File: src/rtl/cmdbank_pkg.sv
package cmdbank_pkg;

  localparam int BYTE_W   = 8;
  localparam int NUM_REGS = 6;

  // storage slot indices
  localparam int SLOT_NRISE = 0;
  localparam int SLOT_NFALL = 1;
  localparam int SLOT_SOUT  = 2;
  localparam int SLOT_SRISE = 3;
  localparam int SLOT_SFALL = 4;
  localparam int SLOT_NOUT  = 5;

  localparam logic [BYTE_W-1:0] CMD_STATUS   = 8'h00;
  localparam logic [BYTE_W-1:0] CMD_ADDR_SMP = 8'h06;
  localparam logic [BYTE_W-1:0] CMD_SOFT_POR = 8'h07;
  localparam logic [BYTE_W-1:0] CMD_IDENT    = 8'hFE;

  // command code served by each storage slot
  function automatic logic [BYTE_W-1:0] slotCode(input int slot);
    case (slot)
      SLOT_NRISE: slotCode = 8'h01;
      SLOT_NFALL: slotCode = 8'h02;
      SLOT_SOUT:  slotCode = 8'h03;
      SLOT_SRISE: slotCode = 8'h04;
      SLOT_SFALL: slotCode = 8'h05;
      default:    slotCode = 8'h08;
    endcase
  endfunction

  // power-on value of each storage slot
  function automatic logic [BYTE_W-1:0] slotResetVal(input int slot);
    slotResetVal = (slot == SLOT_SOUT) ? '0 : '1;
  endfunction

  // control -> datapath strobes
  typedef struct packed {
    logic [NUM_REGS-1:0] load;
    logic [BYTE_W-1:0]   data;
    logic                swReset;
  } bankStrb_t;

endpackage

File: src/rtl/cmdbank_ctrl.sv
module cmdbank_ctrl
  import cmdbank_pkg::*;
(
  input  logic              clk,
  input  logic              rstN,
  input  logic [BYTE_W-1:0] cmdCode,
  input  logic [BYTE_W-1:0] wrData,
  input  logic              wrStrobe,
  input  logic              rdStrobe,
  input  logic              xferDone,
  output bankStrb_t         strb,
  output logic              addrSamplePulse,
  output logic              irqClearPulse
);

  logic [BYTE_W-1:0] pendCmd;
  logic [BYTE_W-1:0] pendData;
  logic              pendWr;
  logic              pendAct;
  logic              swRstQ;
  logic              sampleQ;
  logic              commit;
  logic              isActCode;

  assign commit    = xferDone & pendAct;
  assign isActCode = (pendCmd == CMD_ADDR_SMP) || (pendCmd == CMD_SOFT_POR);

  // staging of the transaction; commit clears before a new stage
  always_ff @(posedge clk) begin
    if (!rstN) begin
      pendCmd  <= '0;
      pendData <= '0;
      pendWr   <= 1'b0;
      pendAct  <= 1'b0;
    end else begin
      if (commit) begin
        pendWr  <= 1'b0;
        pendAct <= 1'b0;
      end
      if (wrStrobe) begin
        pendCmd  <= cmdCode;
        pendData <= wrData;
        pendWr   <= 1'b1;
        pendAct  <= 1'b1;
      end else if (rdStrobe) begin
        pendCmd  <= cmdCode;
        pendWr   <= 1'b0;
        pendAct  <= 1'b1;
      end
    end
  end

  // actions launch in the cycle after the commit edge
  always_ff @(posedge clk) begin
    if (!rstN) begin
      swRstQ  <= 1'b0;
      sampleQ <= 1'b0;
    end else begin
      swRstQ  <= commit & (pendCmd == CMD_SOFT_POR);
      sampleQ <= commit & isActCode;
    end
  end

  // per-slot load decode
  logic [NUM_REGS-1:0] loadVec;
  for (genvar s = 0; s < NUM_REGS; s++) begin : g_dec
    assign loadVec[s] = commit & pendWr & (pendCmd == slotCode(s));
  end

  always_comb begin
    strb.load    = loadVec;
    strb.data    = pendData;
    strb.swReset = swRstQ;
  end

  assign addrSamplePulse = sampleQ;
  assign irqClearPulse   = swRstQ;

  AST_LOAD_AT_DONE: assert property (@(posedge clk) disable iff (!rstN)
    (|strb.load) |-> xferDone);
  AST_LOAD_ONEHOT: assert property (@(posedge clk) disable iff (!rstN)
    $onehot0(strb.load));
  AST_IRQ_SINGLE: assert property (@(posedge clk) disable iff (!rstN)
    irqClearPulse |=> !irqClearPulse);
  AST_IRQ_AFTER_DONE: assert property (@(posedge clk) disable iff (!rstN)
    irqClearPulse |-> $past(xferDone));
  AST_IRQ_WITH_SAMPLE: assert property (@(posedge clk) disable iff (!rstN)
    irqClearPulse |-> addrSamplePulse);
  AST_SAMPLE_AFTER_DONE: assert property (@(posedge clk) disable iff (!rstN)
    addrSamplePulse |-> $past(xferDone));
  AST_SAMPLE_SINGLE: assert property (@(posedge clk) disable iff (!rstN)
    addrSamplePulse |=> !addrSamplePulse);

endmodule

File: src/rtl/cmdbank_dpath.sv
module cmdbank_dpath
  import cmdbank_pkg::*;
#(
  parameter logic [BYTE_W-1:0] ID_VALUE      = 8'h4D,
  parameter logic [BYTE_W-1:0] UNKNOWN_VALUE = 8'hFF
) (
  input  logic                           clk,
  input  logic                           rstN,
  input  bankStrb_t                      strb,
  input  logic [BYTE_W-1:0]              cmdCode,
  input  logic [BYTE_W-1:0]              pinLevels,
  input  logic                           bankSel,
  output logic [NUM_REGS-1:0][BYTE_W-1:0] regQ,
  output logic [BYTE_W-1:0]              rdData,
  output logic [BYTE_W-1:0]              pinOut
);

  for (genvar s = 0; s < NUM_REGS; s++) begin : g_reg
    always_ff @(posedge clk) begin
      if (!rstN || strb.swReset) regQ[s] <= slotResetVal(s);
      else if (strb.load[s])     regQ[s] <= strb.data;
    end

    AST_SWRST_RESTORE: assert property (@(posedge clk) disable iff (!rstN)
      strb.swReset |=> (regQ[s] == slotResetVal(s)));
    AST_HOLD_IDLE: assert property (@(posedge clk) disable iff (!rstN)
      (!strb.load[s] && !strb.swReset) |=> $stable(regQ[s]));
  end

  // command-indexed read mux
  always_comb begin
    rdData = UNKNOWN_VALUE;
    if (cmdCode == CMD_STATUS)     rdData = pinLevels;
    else if (cmdCode == CMD_IDENT) rdData = ID_VALUE;
    for (int s = 0; s < NUM_REGS; s++)
      if (cmdCode == slotCode(s)) rdData = regQ[s];
  end

  assign pinOut = bankSel ? regQ[SLOT_SOUT] : regQ[SLOT_NOUT];

  AST_STATUS_LIVE: assert property (@(posedge clk) disable iff (!rstN)
    (cmdCode == CMD_STATUS) |-> (rdData == pinLevels));

endmodule

File: src/rtl/cmdRegBank.sv
module cmdRegBank
  import cmdbank_pkg::*;
#(
  parameter logic [7:0] ID_VALUE      = 8'h4D,
  parameter logic [7:0] UNKNOWN_VALUE = 8'hFF
) (
  input  logic       clk,
  input  logic       rstN,
  input  logic [7:0] cmdCode,
  input  logic [7:0] wrData,
  input  logic       wrStrobe,
  input  logic       rdStrobe,
  input  logic       xferDone,
  input  logic [7:0] pinLevels,
  input  logic       bankSel,
  output logic [7:0] rdData,
  output logic [7:0] pinOut,
  output logic [7:0] normOut,
  output logic [7:0] normRiseMask,
  output logic [7:0] normFallMask,
  output logic [7:0] suspOut,
  output logic [7:0] suspRiseMask,
  output logic [7:0] suspFallMask,
  output logic       addrSamplePulse,
  output logic       irqClearPulse
);

  bankStrb_t strb;
  logic [NUM_REGS-1:0][BYTE_W-1:0] regQ;

  cmdbank_ctrl u_ctrl (
    .clk             (clk),
    .rstN            (rstN),
    .cmdCode         (cmdCode),
    .wrData          (wrData),
    .wrStrobe        (wrStrobe),
    .rdStrobe        (rdStrobe),
    .xferDone        (xferDone),
    .strb            (strb),
    .addrSamplePulse (addrSamplePulse),
    .irqClearPulse   (irqClearPulse)
  );

  cmdbank_dpath #(
    .ID_VALUE      (ID_VALUE),
    .UNKNOWN_VALUE (UNKNOWN_VALUE)
  ) u_dpath (
    .clk       (clk),
    .rstN      (rstN),
    .strb      (strb),
    .cmdCode   (cmdCode),
    .pinLevels (pinLevels),
    .bankSel   (bankSel),
    .regQ      (regQ),
    .rdData    (rdData),
    .pinOut    (pinOut)
  );

  assign normRiseMask = regQ[SLOT_NRISE];
  assign normFallMask = regQ[SLOT_NFALL];
  assign suspOut      = regQ[SLOT_SOUT];
  assign suspRiseMask = regQ[SLOT_SRISE];
  assign suspFallMask = regQ[SLOT_SFALL];
  assign normOut      = regQ[SLOT_NOUT];

  AST_NO_COMMIT_NO_CHANGE: assert property (@(posedge clk) disable iff (!rstN)
    (!xferDone && !irqClearPulse) |=> $stable(normOut) && $stable(suspOut));

endmodule

File: config.mk
export PLATFORM = sky130hd
export DESIGN_NAME = cmdRegBank
export DESIGN_NICKNAME = d
export VERILOG_FILES = /design/src/rtl/cmdbank_pkg.sv /design/src/rtl/cmdbank_ctrl.sv /design/src/rtl/cmdbank_dpath.sv /design/src/rtl/cmdRegBank.sv
export SDC_FILE = /design/constraint.sdc
export NUM_CORES = 1
export LEC_CHECK = 0
export ABC_AREA = 0
export CORE_MARGIN = 2
export CORE_UTILIZATION = 45
export CTS_BUF_LIST = sky130_fd_sc_hd__clkbuf_16
export DETAILED_ROUTE_END_ITERATION = 10
export PLACE_DENSITY = 0.87
export SLEW_MARGIN = 10
export SYNTH_ARGS = -nofsm -noshare
export SYNTH_HDL_FRONTEND = slang
export SYNTH_HIERARCHICAL = 1
export SYNTH_SLANG_ARGS = --single-unit
File: constraint.sdc
create_clock -name clk -period 3.4 [get_ports clk]
set_input_delay 0.85 -clock clk [delete_from_list [all_inputs] [get_ports clk]]
set_output_delay 0.85 -clock clk [all_outputs]
set_load 0.02 [all_outputs]
==> results of run 1 <==
-- placed cells by master, fill, tap and decap left out, drive strengths merged --
cell,synthesis,final
nand3b,2,2
or3b,1,1
dfxtp,68,68
bufinv,0,2
a221oi,4,4
dlygate4sd2,0,3
clkdlybuf4s15,0,2
o22ai,8,8
nand2b,5,5
or4,1,1
mux2,8,8
a211oi,1,1
a21boi,9,9
buf,7,52
clkinv,0,2
a2111oi,1,1
clkdlybuf4s50,0,80
or2,2,2
inv,4,7
o21a,1,1
mux2i,56,56
nand2,65,65
a32oi,4,4
nand3,3,3
o21ai,22,22
clkbuf,19,9
nor2,22,22
nor4,7,7
nor3,15,15
mux4,4,4
a21oi,5,5
nor2b,10,10
o221ai,4,4
-- power by group through the flow --
stage / clock [W] / sequential [W] / combinational [W]
final: 0.000971 / 0.000836 / 0.000212
after global routing: 0.00102 / 0.000838 / 0.000226
after CTS: 0.000971 / 0.000836 / 0.000208
after detailed placement: 0 / 0.000853 / 0.000205
after global placement: 0 / 0.000852 / 0.000202
after floorplan: 0 / 0.000845 / 0.000102
-- cell type report --
class	instances	share of cell area, %
flip-flops and latches	68	27.72
inverters	4	0.3057
clock buffers	9	4.586
repair buffers	137	25.94
multi-input cells	260	37.20
well taps	99	2.522
clock inverters	7	1.732
-- cells in the mapped netlist (2+ instances only) --
master,count
nor4_1,6
mux2i_1,56
dfxtp_1,68
a21boi_0,9
a21oi_1,5
clkbuf_1,19
nand2_1,64
nor3_1,14
inv_1,4
o221ai_1,4
mux4_2,4
o22ai_1,8
nor2b_1,10
nand3_1,2
buf_4,3
a221oi_1,4
nor2_1,21
nand2b_1,5
buf_2,3
o21ai_0,22
a32oi_1,4
mux2_2,8
-- flip-flops by register name, indices dropped and copies added, names as in the netlist --
| signal | count |
|---|---|
| u_ctrl/pendData | 8 |
| u_dpath/regQ | 48 |
| u_ctrl/pendWr | 1 |
| u_ctrl/pendAct | 1 |
| u_ctrl/pendCmd | 8 |
| u_ctrl/addrSamplePulse | 1 |
| u_ctrl/irqClearPulse | 1 |
-- metal layers --
layer / vias up / track usage (%) / wire (µm)
met1: 1522 / 33.91 / 4391
met3: 32 / 6.094 / 921
li1: 1521 / - / -
met5: - / 0 / 0
met2: 173 / 43.83 / 4905
met4: 0 / 13.16 / 348
-- kinds of logic (layout without fill, tap and decap cells) --
group,count (synthesis),after routing,synth area share [%]
compound gates,59,59,11.72
buf+inv,30,157,3.920
flops,68,68,41.81
mux,68,68,22.75
simple gates,133,133,19.79
-- worst paths after layout --
| check | start | end | slack, ps | cells past startpoint |
|---|---|---|---|---|
| worst max-delay path | cmdCode[6] | rdData[4] | -50 | 7 |
| worst min-delay path | u_ctrl/pendCmd[3] | u_ctrl/pendCmd[3] | 490 | 2 |
| worst max register to register | u_ctrl/pendAct | u_dpath/regQ[2] | 1600 | 6 |
| worst min register to register | u_ctrl/pendCmd[3] | u_ctrl/pendCmd[3] | 490 | 2 |
-- stage by stage --
stage	setup TNS [ps]	setup slack, ps	hold slack [ps]	power (W)
floorplan	0	170.7	462.5	0.0009467
CTS	-177.6	-59.95	488.2	0.002015
finish	-124.1	-54.51	493.7	0.002020
detailed placement	-5698	-818.5	481.7	0.001058
global route	-305.4	-71.21	522.6	0.002080
global placement	-5435	-772.9	472.2	0.001054
-- timing repair --
| action | in CTS | in global routing |
|---|---|---|
| setup endpoints to repair | 8 | 6 |
| hold buffers | 0 | 0 |
| resized for setup | 64 | 3 |
| pin swaps | 7 | 2 |
| setup buffers | 1 | 1 |
-- worst reg2reg max path, cell delays in order (launching register included) --
cell     delay, ps
dfxtp_1        380
nand3_2        150
or3b_1         410
nor2_1         180
buf_4          210
mux2i_1        270
nand2_1         80
==> flow_metrics.py, run 1 <==
metrics = {
    "status": {
        "status": "finished with violations",
        "violations": "negative setup slack",
    },
    "logic_synthesis": {
        "synth_edf_count": 0,
        "synth_top_area_cell": "dfxtp_1",
        "synth_cell_type_count": 37,
        "synthFlopType": "dfxtp_1",
        "synth-seq-cells": 68,
        "avgSynthCellArea_um2": 9.094,
        "synthesis.nets": 388,
        "yosys-top-cells-area": "dfxtp_1, mux2i_1, nand2_1, o21ai_0, mux2_2",
        "synth_area_mm2": 0.003256,
        "ys_async_sr_fraction_pct": 0,
        "synth_top_area_share_pct": 41.81,
        "synth_warnings": 6,
        "yosysSeqAreaShare_pct": 41.81,
        "syn_inst": 358,
    },
    "floorplanning": {
        "die-width_um": 89.06,
        "rows": 31,
        "dieArea_mm2": 0.007931,
        "coreArea_mm2": 0.007137,
        "die_h_um": 89.06,
        "initial_utilization_pct": 45.62,
        "io_pins": 96,
    },
    "sta": {
        "slew_headroom_pct": 53.57,
        "rsz0062_at_grt": "true",
        "maxSlewViolCount": 0,
        "hold_viol_final": 0,
        "finalWorstSetupSlack_ps": -54.51,
        "fin_crit_ps": 3455,
        "setup_violations": 4,
        "skew_ps": 9.672,
        "max_slew.worst_pin.slew_ps": 694.3,
        "fmax_mhz": 289.5,
        "fin_crit_sh_pct": 101.6,
    },
    "grt": {
        "grt_max_degree": 31,
        "antenna_found_initial": 0,
        "grt_usage_pct": 26.96,
        "grt_pass1_vias": 3126,
        "grt_overflow": 0,
        "grt_first_pass_wirelength_um": 15900,
    },
    "cts": {
        "cts.sinks": 68,
        "cts_buffers": 9,
        "cts-root-buf": "clkbuf_16",
        "cts_tree": "done",
        "h-tree-depth": 3,
        "clk_pin_slew_ps": 50,
        "clk_latency_ps": 330,
        "clockBufferDepth": 2,
    },
    "layout": {
        "fin_nets": 510,
        "drive_gt1_share_pct": 20.41,
        "utilization_pct": 68.81,
        "area.sequential_mm2": 0.001361,
        "fillers": 555,
        "synthToLayoutAreaGrowth_pct": 50.85,
        "fin_cells": 584,
        "multiInputGateArea_mm2": 0.001827,
        "insertedDiodeCount": 0,
        "post-route-cell-area_mm2": 0.004911,
    },
    "detailed_routing": {
        "dr_total_vias": 3248,
        "avgRoutedWirePerCell_um": 18.09,
        "dr.pass1.iters": 6,
        "ant_nets": 0,
        "routed_wl_um": 10570,
        "viasPerCell": 5.562,
        "drc": 0,
        "drt_iter0_drc": 306,
    },
    "worst_setup_path": {
        "path_cells": "buf_6 > or4_4 > or2_4 > nor3_4 > o221ai_1 > a32oi_1 > buf_4",
        "startpoint_type": "input pin",
        "worst_setup_path_end_kind": "primary output",
        "path_buf_inv": 2,
        "critical_path.top_delay_family": "simple AND/OR/NAND/NOR gates",
        "critical_path.max_fanout": 4,
        "worstPathArrival_ps": 2600,
        "critPathSlowestCell": "or4_4",
        "slowest_delay_ps": 550,
        "criticalPathCategory": "input pin to primary output",
        "required_ps": 2550,
    },
    "job": {
        "cap_violations": 0,
    },
    "power": {
        "p_int_w": 0.001555,
        "p_comb_share_pct": 10.5,
        "switching_share_pct": 22.99,
        "ir_drop_uv": 279.1,
        "pwr_density_cell_mw_per_mm2": 411.2,
        "p_leak_nw": 1.823,
        "clockPowerShare_pct": 48.1,
        "seqPwrFrac_pct": 41.4,
        "p_sw_w": 0.0004644,
    },
    "placement": {
        "placed_area_mm2": 0.004577,
        "port_buffers": 95,
        "placed_cells": 566,
        "gp_congestion": 0.8843,
        "post-dp-hpwl_um": 7610,
    },
    "worst_hold_path": {
        "holdCritPathClass": "flip-flop to flip-flop",
    },
}
Power figures use the tool's default switching activity.
==> run 2: changes to the inputs <==
- SETUP_SLACK_MARGIN: default -> 0.4
==> flow_metrics.py, run 2 (synthesized netlist as in run 1, its figures left out) <==
metrics = {
    "status": {
        "status": "finished with violations",
        "violations": "negative setup slack",
    },
    "detailed_routing": {
        "viasPerCell": 5.563,
        "dr.pass1.iters": 5,
        "dr_total_vias": 3232,
        "avgRoutedWirePerCell_um": 17.52,
        "drc": 0,
        "drt_iter0_drc": 224,
        "ant_nets": 0,
        "routed_wl_um": 10180,
    },
    "layout": {
        "drive_gt1_share_pct": 22.82,
        "largest-register": "u_dpath/regQ",
        "fin_cells": 581,
        "utilization_pct": 68.88,
        "fillers": 572,
        "synthToLayoutAreaGrowth_pct": 51.00,
        "final_common_cell": "clkdlybuf4s50_1",
        "largest_reg_flops": 48,
        "insertedDiodeCount": 0,
        "layout_common_cells": "clkdlybuf4s50_1, dfxtp_1, nand2_1",
        "fin_nets": 509,
        "reg.largest.list": "u_dpath/regQ x48, u_ctrl/pendCmd x8, u_ctrl/pendData x8",
    },
    "sta": {
        "max_slew.worst_pin.slew_ps": 821.6,
        "rsz0062_at_grt": "true",
        "finalWorstSetupSlack_ps": -11.43,
        "setup_violations": 1,
        "maxSlewViolCount": 0,
        "slew_headroom_pct": 45.05,
        "fin_crit_ps": 3411,
        "hold_viol_final": 0,
        "fmax_mhz": 293.1,
        "skew_ps": 3.328,
        "fin_crit_sh_pct": 100.3,
    },
    "power": {
        "pwr_density_cell_mw_per_mm2": 372.2,
        "p_leak_nw": 1.827,
        "ir_drop_uv": 262.3,
        "p_total_w": 0.001830,
    },
    "grt": {
        "grt_first_pass_wirelength_um": 15460,
        "grt_overflow": 0,
        "grt_max_degree": 41,
        "grt_pass1_vias": 3017,
        "grt_usage_pct": 25.87,
        "antenna_found_initial": 0,
    },
    "worst_setup_path": {
        "startpoint_type": "input pin",
        "worst_setup_path_end_kind": "primary output",
        "critical_path.max_fanout": 4,
        "required_ps": 2550,
        "criticalPathCategory": "input pin to primary output",
        "worstPathArrival_ps": 2560,
    },
    "placement": {
        "post-dp-hpwl_um": 7490,
        "placed_cells": 563,
        "gp_congestion": 0.9312,
        "port_buffers": 95,
    },
    "cts": {
        "clockBufferDepth": 2,
        "cts.sinks": 68,
        "h-tree-depth": 3,
        "cts_tree": "done",
        "postCtsHoldBufs": 0,
        "clk_latency_ps": 320,
        "cts-root-buf": "clkbuf_16",
        "cts_buffers": 9,
        "clk_pin_slew_ps": 50,
    },
    "floorplanning": {
        "io_pins": 96,
        "coreArea_mm2": 0.007137,
        "initial_utilization_pct": 45.62,
        "die-width_um": 89.06,
        "dieArea_mm2": 0.007931,
        "die_h_um": 89.06,
        "rows": 31,
    },
    "worst_hold_path": {
        "holdCritPathClass": "flip-flop to flip-flop",
    },
    "job": {
        "cap_violations": 0,
    },
}
==> run 2: cell count changes in the layout (fill, tap and decap cells not counted), moves of 3 or more <==
cell	change
clkbuf_2	+3
a32oi_2	+4
clkdlybuf4s50_1	-9
a32oi_1	-4
clkdlybuf4s15_1	+5
buf_6	+4
==> run 2: metrics by stage <==
stage / hold WS, ps / setup WS [ps] / instance area [µm²] / setup TNS [ps]
2_1_floorplan: 462.5 / 282.5 / 3308 / 0
3_3_place_gp: 477.6 / -735.3 / 4594 / -5307
3_5_place_dp: 485.9 / -775.4 / 4594 / -5506
4_1_cts: 500.3 / -49.66 / 4866 / -140.8
5_1_grt: 526.7 / -49.59 / 4916 / -88.38
6_report: 496.7 / -11.43 / 4916 / -11.43
==> run 2: routing by layer <==
layer | up-vias | part of all wire [%] | global-route usage (%) | wire (µm)
met2 | 148 | 48 | 42.47 | 4898
met3 | 18 | 6.6 | 4.617 | 668
met5 | - | 0 | 0 | 0
met4 | 0 | 1.6 | 10.18 | 165
li1 | 1515 | - | - | -
met1 | 1551 | 44 | 33.94 | 4447
==> run 2: final timing paths <==
kind	end	slack, ps	from	cells past startpoint
min reg2reg	u_ctrl/pendCmd[4]	500	u_ctrl/pendCmd[4]	2
min	u_ctrl/pendCmd[4]	500	u_ctrl/pendCmd[4]	2
max	rdData[5]	-10	cmdCode[5]	7
max reg2reg	u_dpath/regQ[9]	1630	u_ctrl/pendCmd[4]	6
==> run 2: where the power goes <==
| part | leakage [nW] | internal [W] | total, W | switching, W |
|---|---|---|---|---|
| Sequential | 0.554 | 0.000813 | 0.000837 | 0.0000240 |
| Combinational | 1.14 | 0.000104 | 0.000209 | 0.000105 |
| Clock | 0.130 | 0.000475 | 0.000784 | 0.000309 |
==> run 2: layout make-up <==
type	count	area [µm²]	area share (%)
multi-input cells	260	1912	38.89
well taps	99	123.9	2.520
inverters	4	15.01	0.3054
repair buffers	136	1256	25.55
clock inverters	5	22.52	0.4581
clock buffers	9	225.2	4.581
flip-flops and latches	68	1361	27.69
==> run 2: repair_timing <==
item                                   in CTS  in global routing
pin swaps                                   4                  4
setup endpoints to repair                  16                 16
cloned                                      1                  0
endpoints found under the hold margin       0                  0
buffers inserted                            2                  1
gates resized for setup                    81                 17
==> run 2: worst max-delay path, stage by stage <==
cell and delay [ps]:
buf_6 90, or4_4 530, or2_4 280, nor3_4 210, o221ai_2 140, a32oi_2 270, buf_4 200
